## src/rtl/wdog_pkg.sv

```systemverilog
package wdog_pkg;

    // Register map; the bench and software both depend on these positions.
    localparam logic [7:0] A_FLAGS = 8'h01;
    localparam logic [7:0] A_CTRL  = 8'h0F;
    localparam logic [7:0] A_SRC   = 8'h10;
    localparam logic [7:0] A_LOAD  = 8'h11;

    localparam int B_WD_FLAG = 7;
    localparam int B_CD_FLAG = 6;
    localparam int B_WD_IE   = 2;
    localparam int B_CD_IE   = 1;
    localparam int B_PULSE   = 7;
    localparam int B_MODE_LO = 1;

    // Width of the source select code
    localparam int SEL_W = 3;

    typedef enum logic [1:0] {
        M_OFF_A = 2'b00,
        M_COUNT = 2'b01,
        M_WATCH = 2'b10,
        M_OFF_B = 2'b11
    } tmode_e;

    typedef enum logic [1:0] {
        S_IDLE,
        S_CD_RUN,
        S_WD_RUN,
        S_WD_HALT
    } core_st_e;

    typedef enum logic {
        P_QUIET,
        P_HIGH
    } pulse_st_e;

    // State a mode code leads to
    function automatic core_st_e mode_entry(input tmode_e m);
        case (m)
            M_COUNT: return S_CD_RUN;
            M_WATCH: return S_WD_RUN;
            default: return S_IDLE;
        endcase
    endfunction

endpackage

```

## src/rtl/wdog_regs.sv

```systemverilog
module wdog_regs
    import wdog_pkg::*;
#(
    parameter int CNT_W = 8
) (
    input  logic             clk,
    input  logic             rst_n,
    input  logic             we,
    input  logic             re,
    input  logic [7:0]       addr,
    input  logic [7:0]       wdata,
    output logic [7:0]       rdata,
    input  logic [CNT_W-1:0] count,
    input  logic             wd_expire,
    input  logic             cd_expire,
    output tmode_e           mode,
    output logic             pulse_mode,
    output logic [SEL_W-1:0] src_sel,
    output logic [CNT_W-1:0] reload,
    output logic             load_strobe,
    output logic             wd_ie,
    output logic             cd_ie,
    output logic             wd_flag,
    output logic             cd_flag
);

    logic       wr_flags;
    logic       rd_flags;
    logic [7:0] rd_mux;

    assign wr_flags    = we && (addr == A_FLAGS);
    assign rd_flags    = re && (addr == A_FLAGS);
    assign load_strobe = we && (addr == A_LOAD);

    // Configuration storage
    always_ff @(posedge clk) begin
        if (!rst_n) begin
            mode       <= M_OFF_A;
            pulse_mode <= 1'b0;
            src_sel    <= '0;
            reload     <= '0;
            wd_ie      <= 1'b0;
            cd_ie      <= 1'b0;
        end else if (we) begin
            case (addr)
                A_CTRL: begin
                    pulse_mode <= wdata[B_PULSE];
                    mode       <= tmode_e'(wdata[B_MODE_LO +: 2]);
                end
                A_SRC:   src_sel <= wdata[SEL_W-1:0];
                A_LOAD:  reload  <= wdata[CNT_W-1:0];
                A_FLAGS: begin
                    wd_ie <= wdata[B_WD_IE];
                    cd_ie <= wdata[B_CD_IE];
                end
                default: ;
            endcase
        end
    end

    // Status flags: a set always beats a clear in the same cycle
    always_ff @(posedge clk) begin
        if (!rst_n) begin
            wd_flag <= 1'b0;
            cd_flag <= 1'b0;
        end else begin
            if (wd_expire)
                wd_flag <= 1'b1;
            else if (rd_flags)
                wd_flag <= 1'b0;

            if (cd_expire)
                cd_flag <= 1'b1;
            else if (wr_flags && !wdata[B_CD_FLAG])
                cd_flag <= 1'b0;
        end
    end

    always_comb begin
        rd_mux = '0;
        case (addr)
            A_FLAGS: begin
                rd_mux[B_WD_FLAG] = wd_flag;
                rd_mux[B_CD_FLAG] = cd_flag;
                rd_mux[B_WD_IE]   = wd_ie;
                rd_mux[B_CD_IE]   = cd_ie;
            end
            A_CTRL: begin
                rd_mux[B_PULSE]         = pulse_mode;
                rd_mux[B_MODE_LO +: 2]  = mode;
            end
            A_SRC:   rd_mux[SEL_W-1:0] = src_sel;
            A_LOAD:  rd_mux[CNT_W-1:0] = count;
            default: ;
        endcase
    end

    always_ff @(posedge clk) begin
        if (!rst_n)
            rdata <= '0;
        else if (re)
            rdata <= rd_mux;
    end

    p_wd_set_r5: assert property (@(posedge clk) disable iff (!rst_n)
        wd_expire |=> wd_flag);

    p_rd_clears_r7: assert property (@(posedge clk) disable iff (!rst_n)
        (rd_flags && !wd_expire) |=> !wd_flag);

    p_no_write_set_r7: assert property (@(posedge clk) disable iff (!rst_n)
        (!wd_flag && !wd_expire) |=> !wd_flag);

    p_collision_keeps_r8: assert property (@(posedge clk) disable iff (!rst_n)
        (rd_flags && wd_expire) |=> wd_flag);

    p_cd_sticky_r9: assert property (@(posedge clk) disable iff (!rst_n)
        (cd_flag && !(wr_flags && !wdata[B_CD_FLAG])) |=> cd_flag);

endmodule

```

## src/rtl/wdog_core.sv

```systemverilog
module wdog_core
    import wdog_pkg::*;
#(
    parameter int CNT_W   = 8,
    parameter int SRC_NUM = 8
) (
    input  logic               clk,
    input  logic               rst_n,
    input  tmode_e             mode,
    input  logic [SRC_NUM-1:0] src_ticks,
    input  logic [SEL_W-1:0]   src_sel,
    input  logic [CNT_W-1:0]   reload,
    input  logic               load_strobe,
    input  logic [CNT_W-1:0]   load_val,
    output logic [CNT_W-1:0]   count,
    output logic               wd_expire,
    output logic               cd_expire
);

    localparam int LINES = 1 << SEL_W;

    logic [LINES-1:0] line_vec;
    core_st_e         state;
    core_st_e         state_nx;
    logic             step;
    logic             at_one;

    // Unused select codes read as a line that never ticks
    generate
        if (SRC_NUM < LINES) begin : g_pad
            assign line_vec = {{(LINES - SRC_NUM){1'b0}}, src_ticks};
        end else begin : g_full
            assign line_vec = src_ticks[LINES-1:0];
        end
    endgenerate

    assign step   = line_vec[src_sel] && !load_strobe;
    assign at_one = (count == CNT_W'(1));

    always_ff @(posedge clk) begin
        if (!rst_n)
            state <= S_IDLE;
        else
            state <= state_nx;
    end

    always_comb begin
        state_nx = state;
        unique case (state)
            S_IDLE, S_CD_RUN: state_nx = mode_entry(mode);
            S_WD_RUN: begin
                if (mode != M_WATCH)
                    state_nx = mode_entry(mode);
                else if (wd_expire)
                    state_nx = S_WD_HALT;
            end
            S_WD_HALT: begin
                if (mode != M_WATCH)
                    state_nx = mode_entry(mode);
                else if (load_strobe)
                    state_nx = S_WD_RUN;
            end
            default: state_nx = S_IDLE;
        endcase
    end

    always_comb begin
        wd_expire = (state == S_WD_RUN) && step && at_one;
        cd_expire = (state == S_CD_RUN) && step && at_one;
    end

    always_ff @(posedge clk) begin
        if (!rst_n) begin
            count <= '0;
        end else if (load_strobe) begin
            count <= load_val;
        end else if (step) begin
            case (state)
                S_CD_RUN:
                    count <= (count <= CNT_W'(1)) ? reload : count - 1'b1;
                S_WD_RUN:
                    if (count != '0)
                        count <= count - 1'b1;
                default: ;
            endcase
        end
    end

    p_halt_at_zero_r5: assert property (@(posedge clk) disable iff (!rst_n)
        (state == S_WD_HALT) |-> (count == '0));

    p_load_wins_r12: assert property (@(posedge clk) disable iff (!rst_n)
        load_strobe |=> (count == $past(load_val)));

    p_idle_holds_r2: assert property (@(posedge clk) disable iff (!rst_n)
        (state == S_IDLE && !load_strobe) |=> $stable(count));

    p_one_expiry_r6: assert property (@(posedge clk) disable iff (!rst_n)
        $onehot0({wd_expire, cd_expire}));

endmodule

```

## src/rtl/wdog_irq.sv

```systemverilog
module wdog_irq
    import wdog_pkg::*;
#(
    parameter int PULSE_CYCLES = 4
) (
    input  logic clk,
    input  logic rst_n,
    input  logic pulse_mode,
    input  logic wd_flag,
    input  logic cd_flag,
    input  logic wd_ie,
    input  logic cd_ie,
    input  logic wd_expire,
    input  logic cd_expire,
    output logic irq
);

    localparam int LEFT_W = (PULSE_CYCLES > 1) ? $clog2(PULSE_CYCLES) : 1;
    localparam logic [LEFT_W-1:0] LEFT_INIT = LEFT_W'(PULSE_CYCLES - 1);

    pulse_st_e         pst;
    pulse_st_e         pst_nx;
    logic [LEFT_W-1:0] left;
    logic [LEFT_W-1:0] left_nx;
    logic              fire;
    logic              level;

    assign fire = pulse_mode && ((wd_expire && wd_ie) || (cd_expire && cd_ie));

    always_comb begin
        pst_nx  = pst;
        left_nx = left;
        unique case (pst)
            P_QUIET: begin
                if (fire) begin
                    pst_nx  = P_HIGH;
                    left_nx = LEFT_INIT;
                end
            end
            P_HIGH: begin
                if (fire)
                    left_nx = LEFT_INIT;
                else if (left == '0)
                    pst_nx = P_QUIET;
                else
                    left_nx = left - 1'b1;
            end
            default: pst_nx = P_QUIET;
        endcase
    end

    always_ff @(posedge clk) begin
        if (!rst_n) begin
            pst  <= P_QUIET;
            left <= '0;
        end else begin
            pst  <= pst_nx;
            left <= left_nx;
        end
    end

    always_comb begin
        level = (wd_flag && wd_ie) || (cd_flag && cd_ie);
        irq   = pulse_mode ? (pst == P_HIGH) : level;
    end

    p_pulse_start_r11: assert property (@(posedge clk) disable iff (!rst_n)
        fire |=> (pst == P_HIGH));

    p_pulse_end_r11: assert property (@(posedge clk) disable iff (!rst_n)
        (pst == P_HIGH && left == '0 && !fire) |=> (pst == P_QUIET));

    p_level_wd_r10: assert property (@(posedge clk) disable iff (!rst_n)
        (!pulse_mode && wd_flag && wd_ie) |-> irq);

endmodule

```

## src/rtl/wdog_timer.sv

```systemverilog
module wdog_timer
    import wdog_pkg::*;
#(
    parameter int SRC_NUM      = 8,
    parameter int CNT_W        = 8,
    parameter int PULSE_CYCLES = 4
) (
    input  logic               clk,
    input  logic               rst_n,
    input  logic               cfg_we,
    input  logic               cfg_re,
    input  logic [7:0]         cfg_addr,
    input  logic [7:0]         cfg_wdata,
    output logic [7:0]         cfg_rdata,
    input  logic [SRC_NUM-1:0] src_ticks,
    output logic               irq
);

    tmode_e           mode;
    logic             pulse_mode;
    logic [SEL_W-1:0] src_sel;
    logic [CNT_W-1:0] reload;
    logic [CNT_W-1:0] count;
    logic             load_strobe;
    logic             wd_ie;
    logic             cd_ie;
    logic             wd_flag;
    logic             cd_flag;
    logic             wd_expire;
    logic             cd_expire;

    wdog_regs #(.CNT_W(CNT_W)) u_regs (
        .clk         (clk),
        .rst_n       (rst_n),
        .we          (cfg_we),
        .re          (cfg_re),
        .addr        (cfg_addr),
        .wdata       (cfg_wdata),
        .rdata       (cfg_rdata),
        .count       (count),
        .wd_expire   (wd_expire),
        .cd_expire   (cd_expire),
        .mode        (mode),
        .pulse_mode  (pulse_mode),
        .src_sel     (src_sel),
        .reload      (reload),
        .load_strobe (load_strobe),
        .wd_ie       (wd_ie),
        .cd_ie       (cd_ie),
        .wd_flag     (wd_flag),
        .cd_flag     (cd_flag)
    );

    wdog_core #(.CNT_W(CNT_W), .SRC_NUM(SRC_NUM)) u_core (
        .clk         (clk),
        .rst_n       (rst_n),
        .mode        (mode),
        .src_ticks   (src_ticks),
        .src_sel     (src_sel),
        .reload      (reload),
        .load_strobe (load_strobe),
        .load_val    (cfg_wdata[CNT_W-1:0]),
        .count       (count),
        .wd_expire   (wd_expire),
        .cd_expire   (cd_expire)
    );

    wdog_irq #(.PULSE_CYCLES(PULSE_CYCLES)) u_irq (
        .clk        (clk),
        .rst_n      (rst_n),
        .pulse_mode (pulse_mode),
        .wd_flag    (wd_flag),
        .cd_flag    (cd_flag),
        .wd_ie      (wd_ie),
        .cd_ie      (cd_ie),
        .wd_expire  (wd_expire),
        .cd_expire  (cd_expire),
        .irq        (irq)
    );

endmodule

```

## config.mk

```make
export PLATFORM = sky130hd
export DESIGN_NAME = wdog_timer
export DESIGN_NICKNAME = d
export VERILOG_FILES = /design/src/rtl/wdog_pkg.sv /design/src/rtl/wdog_regs.sv /design/src/rtl/wdog_core.sv /design/src/rtl/wdog_irq.sv /design/src/rtl/wdog_timer.sv
export SDC_FILE = /design/constraint.sdc
export NUM_CORES = 1
export LEC_CHECK = 0
export BUFFER_PORTS_ARGS = -buffer_cell sky130_fd_sc_hd__buf_2
export CAP_MARGIN = 20
export CORE_MARGIN = 3
export CORE_UTILIZATION = 45
export DETAILED_ROUTE_END_ITERATION = 8
export GPL_TIMING_DRIVEN = 0
export PLACE_DENSITY = 0.66
export SLEW_MARGIN = 25
export SYNTH_ARGS = -nofsm -noshare
export SYNTH_HDL_FRONTEND = slang
export SYNTH_SLANG_ARGS = --single-unit
```

## constraint.sdc

```tcl
create_clock -name clk -period 2.65 [get_ports clk]
set_input_delay 0.53 -clock clk [delete_from_list [all_inputs] [get_ports clk]]
set_output_delay 0.53 -clock clk [all_outputs]
set_load 0.02 [all_outputs]
```

==> results.txt <==
RSZ-0062 raised after global routing: false
Final GP Congestion: 0.883
Inserted Clock Buffers: 5
Layout Nets: 344
Final hold violations: 0
IO Port Bufs: 35
Die area: 0.00579 mm2
Actual slew at the worst max-slew pin: 545 ps
Core Box Area: 0.00453 mm2
Share of cells above drive strength 1: 0.180
Final setup viols: 0
Critical Path Slowest Stage Cell: dfxtp_1
Vias in the first global route: 1984
Crit path cell chain: inv_1 -> ha_1 -> o21bai_1 -> nand3b_1 -> clkbuf_1 -> nor2_1 -> a211o_1 -> a21oi_1
Total power: 1.15 mW
Routed Wire Length: 5680 um
Clk slew on worst S/H paths: 80 ps
H-tree lvl count: 2
Gr usage total: 0.203
CTS tree: done
Fill count: 413
Area growth from synthesis to layout: 16.4%
Dominant cell type by area after synthesis: dfxtp_1
Setup TNS Final: 0 ps
I/O pin count: 37
Post-synth EDFFs: 0
Worst r2r dst: u_core.count[6]
Worst R2R Path Depth: 8
Mapped Avg Cell Area: 8.41 um2
Post-CTS setup buffers: 0
Total of max-cap violations: 0
Min-Delay Startpoint: u_regs.reload[2]
Worst-skew pair later-pin latency: 300 ps
Arr. time, crit path: 2470 ps
Period Utilization, post-route: 0.847
Post-Synthesis Cells: 263
Post-CTS Hold Buffers: 0
Global-route wire length before repair: 9640 um
Slew margin rel.: 0.636
Drt drc: 0
Post-synth cell types: 55
Part of the power in registers: 0.510
Vias: 2054
Sw power: 0.261 mW
CTS Buffer Depth: 2
Clk sinks: 39
Worst EP required: 2870 ps
Hold depth: 2
Fin crit period: 2240 ps
Wire length per cell: 15.3 um
Path type of the worst min-delay path: reg -> reg
CP peak stage delay: 480 ps
Crit-path max FO: 10
Fmax achieved: 0.445 GHz
Initial core utilization: 0.488
Status: finished clean
Die width: 76.1 um
PwrDens: 448 mW/mm2
CTS root buf: clkbuf_8
Synth warnings: 0
Std-Cell Rows: 24
Clock Power Share: 0.422
Setup CP Type: reg -> reg
Most used DFF post-synth: dfxtp_1
Vert. Die Dim: 76.1 um
Register area share after synthesis: 0.353
Flop2flop setup slack: 410 ps
DP HPWL: 4150 um
Startpoint Class: register
IR drop worst, VDD: 0.262 mV
Synth Cell Area: 0.00221 mm2
Crit path max-delay family: compound AO/OA/AOI/OAI gates
Initial antenna violation count: 0
Number of DRC markers in iteration 0: 109
Switching part of the total: 0.226
Async set-reset flop share out of synthesis: 0
Worst R2R Start: u_core.count[0]
Number of diodes: 0
Final core occ: 0.568
CP endpoint kind: register
TritonRoute pass-1 iters: 5
Pleak: 0.941 nW
Worst Skew: 11.4 ps
Remaining antenna violation count after routing: 0
Yosys top cell area share: 0.353
Synth area leaders: dfxtp_1 35%, nand2_1 7.5%, a21oi_1 6.6%, ha_1 6.2%, nand3_1 3.4%
Grt ovf: 0
Internal Dissipation: 0.893 mW
CTS-repair resized insts: 0
Comb power frac: 0.068
Register bit total from synthesis: 39
WHS Endpoint: u_regs.reload[2]
Vias per cell: 5.55
Max Slew Vio Count: 0
Largest net degree at the start of global routing: 13
Mapped Nets: 302
Worst Path Buf+Inv: 2
[cell usage after synthesis (all sizes together) (3+ instances only)]
cell type	number
a31oi	3
mux2i	6
dfxtp	39
nand2	44
nor2	15
o211ai	4
a22o	4
clkbuf	7
a21oi	29
buf	4
nand3	15
nand2b	3
inv	11
xnor2	3
o31ai	3
a211oi	3
nor3	6
nor2b	4
ha	11
o21a	3
a22oi	3
o21ai	10
[worst reg2reg max path: cells and delay by family (launching register included)]
family / cells / cell delay, ps
AOI/OAI and AO/OA: 3 / 600
buffers and inverters: 2 / 500
DFF: 1 / 480
and+or+nand+nor: 2 / 330
adders and majority gates: 1 / 260
[stage by stage]
| step | cells | hold slack [ps] | setup slack (ps) | area [um2] |
|---|---|---|---|---|
| 2_1_floorplan | 263 | 434 | 814 | 2210 |
| 3_3_place_gp | 363 | 445 | 411 | 2470 |
| 3_5_place_dp | 363 | 447 | 341 | 2470 |
| 4_1_cts | 370 | 458 | 423 | 2570 |
| 5_1_grt | 370 | 479 | 140 | 2570 |
| 6_report | 370 | 456 | 405 | 2570 |
[layout make-up]
cell class / instances / area (um2) / area share
flip-flops and latches: 39 / 781 / 0.303
inverters: 12 / 45.0 / 0.0175
repair buffers: 35 / 175 / 0.0680
clock inverters: 2 / 37.5 / 0.0146
plain buffers: 12 / 67.6 / 0.0262
multi-input cells: 200 / 1320 / 0.512
well taps: 65 / 81.3 / 0.0316
clock buffers: 5 / 68.8 / 0.0267
[flip-flops by register name, indices dropped and copies added, names as in the netlist, 2 cells and up]
register        flops
u_regs.rdata        8
u_regs.reload       8
u_core.state        2
u_core.count        8
u_regs.src_sel      3
u_irq.left          2
u_regs.mode         2
[layer usage]
| metal | vias to the layer above | wire (um) | track usage |
|---|---|---|---|
| met1 | 938 | 2620 | 0.270 |
| met3 | 15 | 433 | 0.0449 |
| li1 | 1021 | - | - |
| met5 | - | 0 | 0 |
| met2 | 80 | 2480 | 0.320 |
| met4 | 0 | 140 | 0.0779 |
[worst max path at each step]
stage               startpoint               end  depth (start not counted)  slack, ps
2_1_floorplan  u_core.count[0]   u_core.count[6]                          8        810
3_3_place_gp       cfg_addr[1]  u_regs.reload[1]                          6        410
3_5_place_dp       cfg_addr[1]  u_regs.reload[6]                          6        340
4_1_cts        u_core.count[0]   u_core.count[6]                          8        420
5_1_grt        u_core.count[0]   u_core.count[6]                          8        140
6_report       u_core.count[0]   u_core.count[6]                          8        410
[power groups by stage]
stage	combinational, mW	sequential (mW)	clock, mW
floorplan	0.0357	0.604	0
global placement	0.0763	0.603	0
detailed placement	0.0767	0.603	0
CTS	0.0771	0.589	0.497
global route	0.0846	0.589	0.524
finish	0.0781	0.589	0.487
[cell families (layout without fill, tap and decap cells)]
group	count (synthesis)	after routing	synth area share
simple gates	102	102	0.232
buf+inv	24	66	0.0509
xor+xnor	5	5	0.0198
fa+ha+maj	11	11	0.0622
mux	10	10	0.0667
flops	39	39	0.353
compound gates	72	72	0.215
[cell usage in the layout, fill, tap and decap left out, types with 3 or more instances in the layout]
cell type and count:
a22oi_1 3, o21ai_0 9, mux2i_1 5, nor3_1 5, o21a_1 3, dfxtp_1 39, nand2b_1 3, a21oi_1 29
inv_1 11, buf_2 35, nor2_1 15, clkbuf_1 6, nand3_1 15, o211ai_1 4, nor2b_1 4, nand2_1 44
clkbuf_8 5, xnor2_1 3, ha_1 11, a22o_1 4, a31oi_1 3
Power figures use the tool's default switching activity.
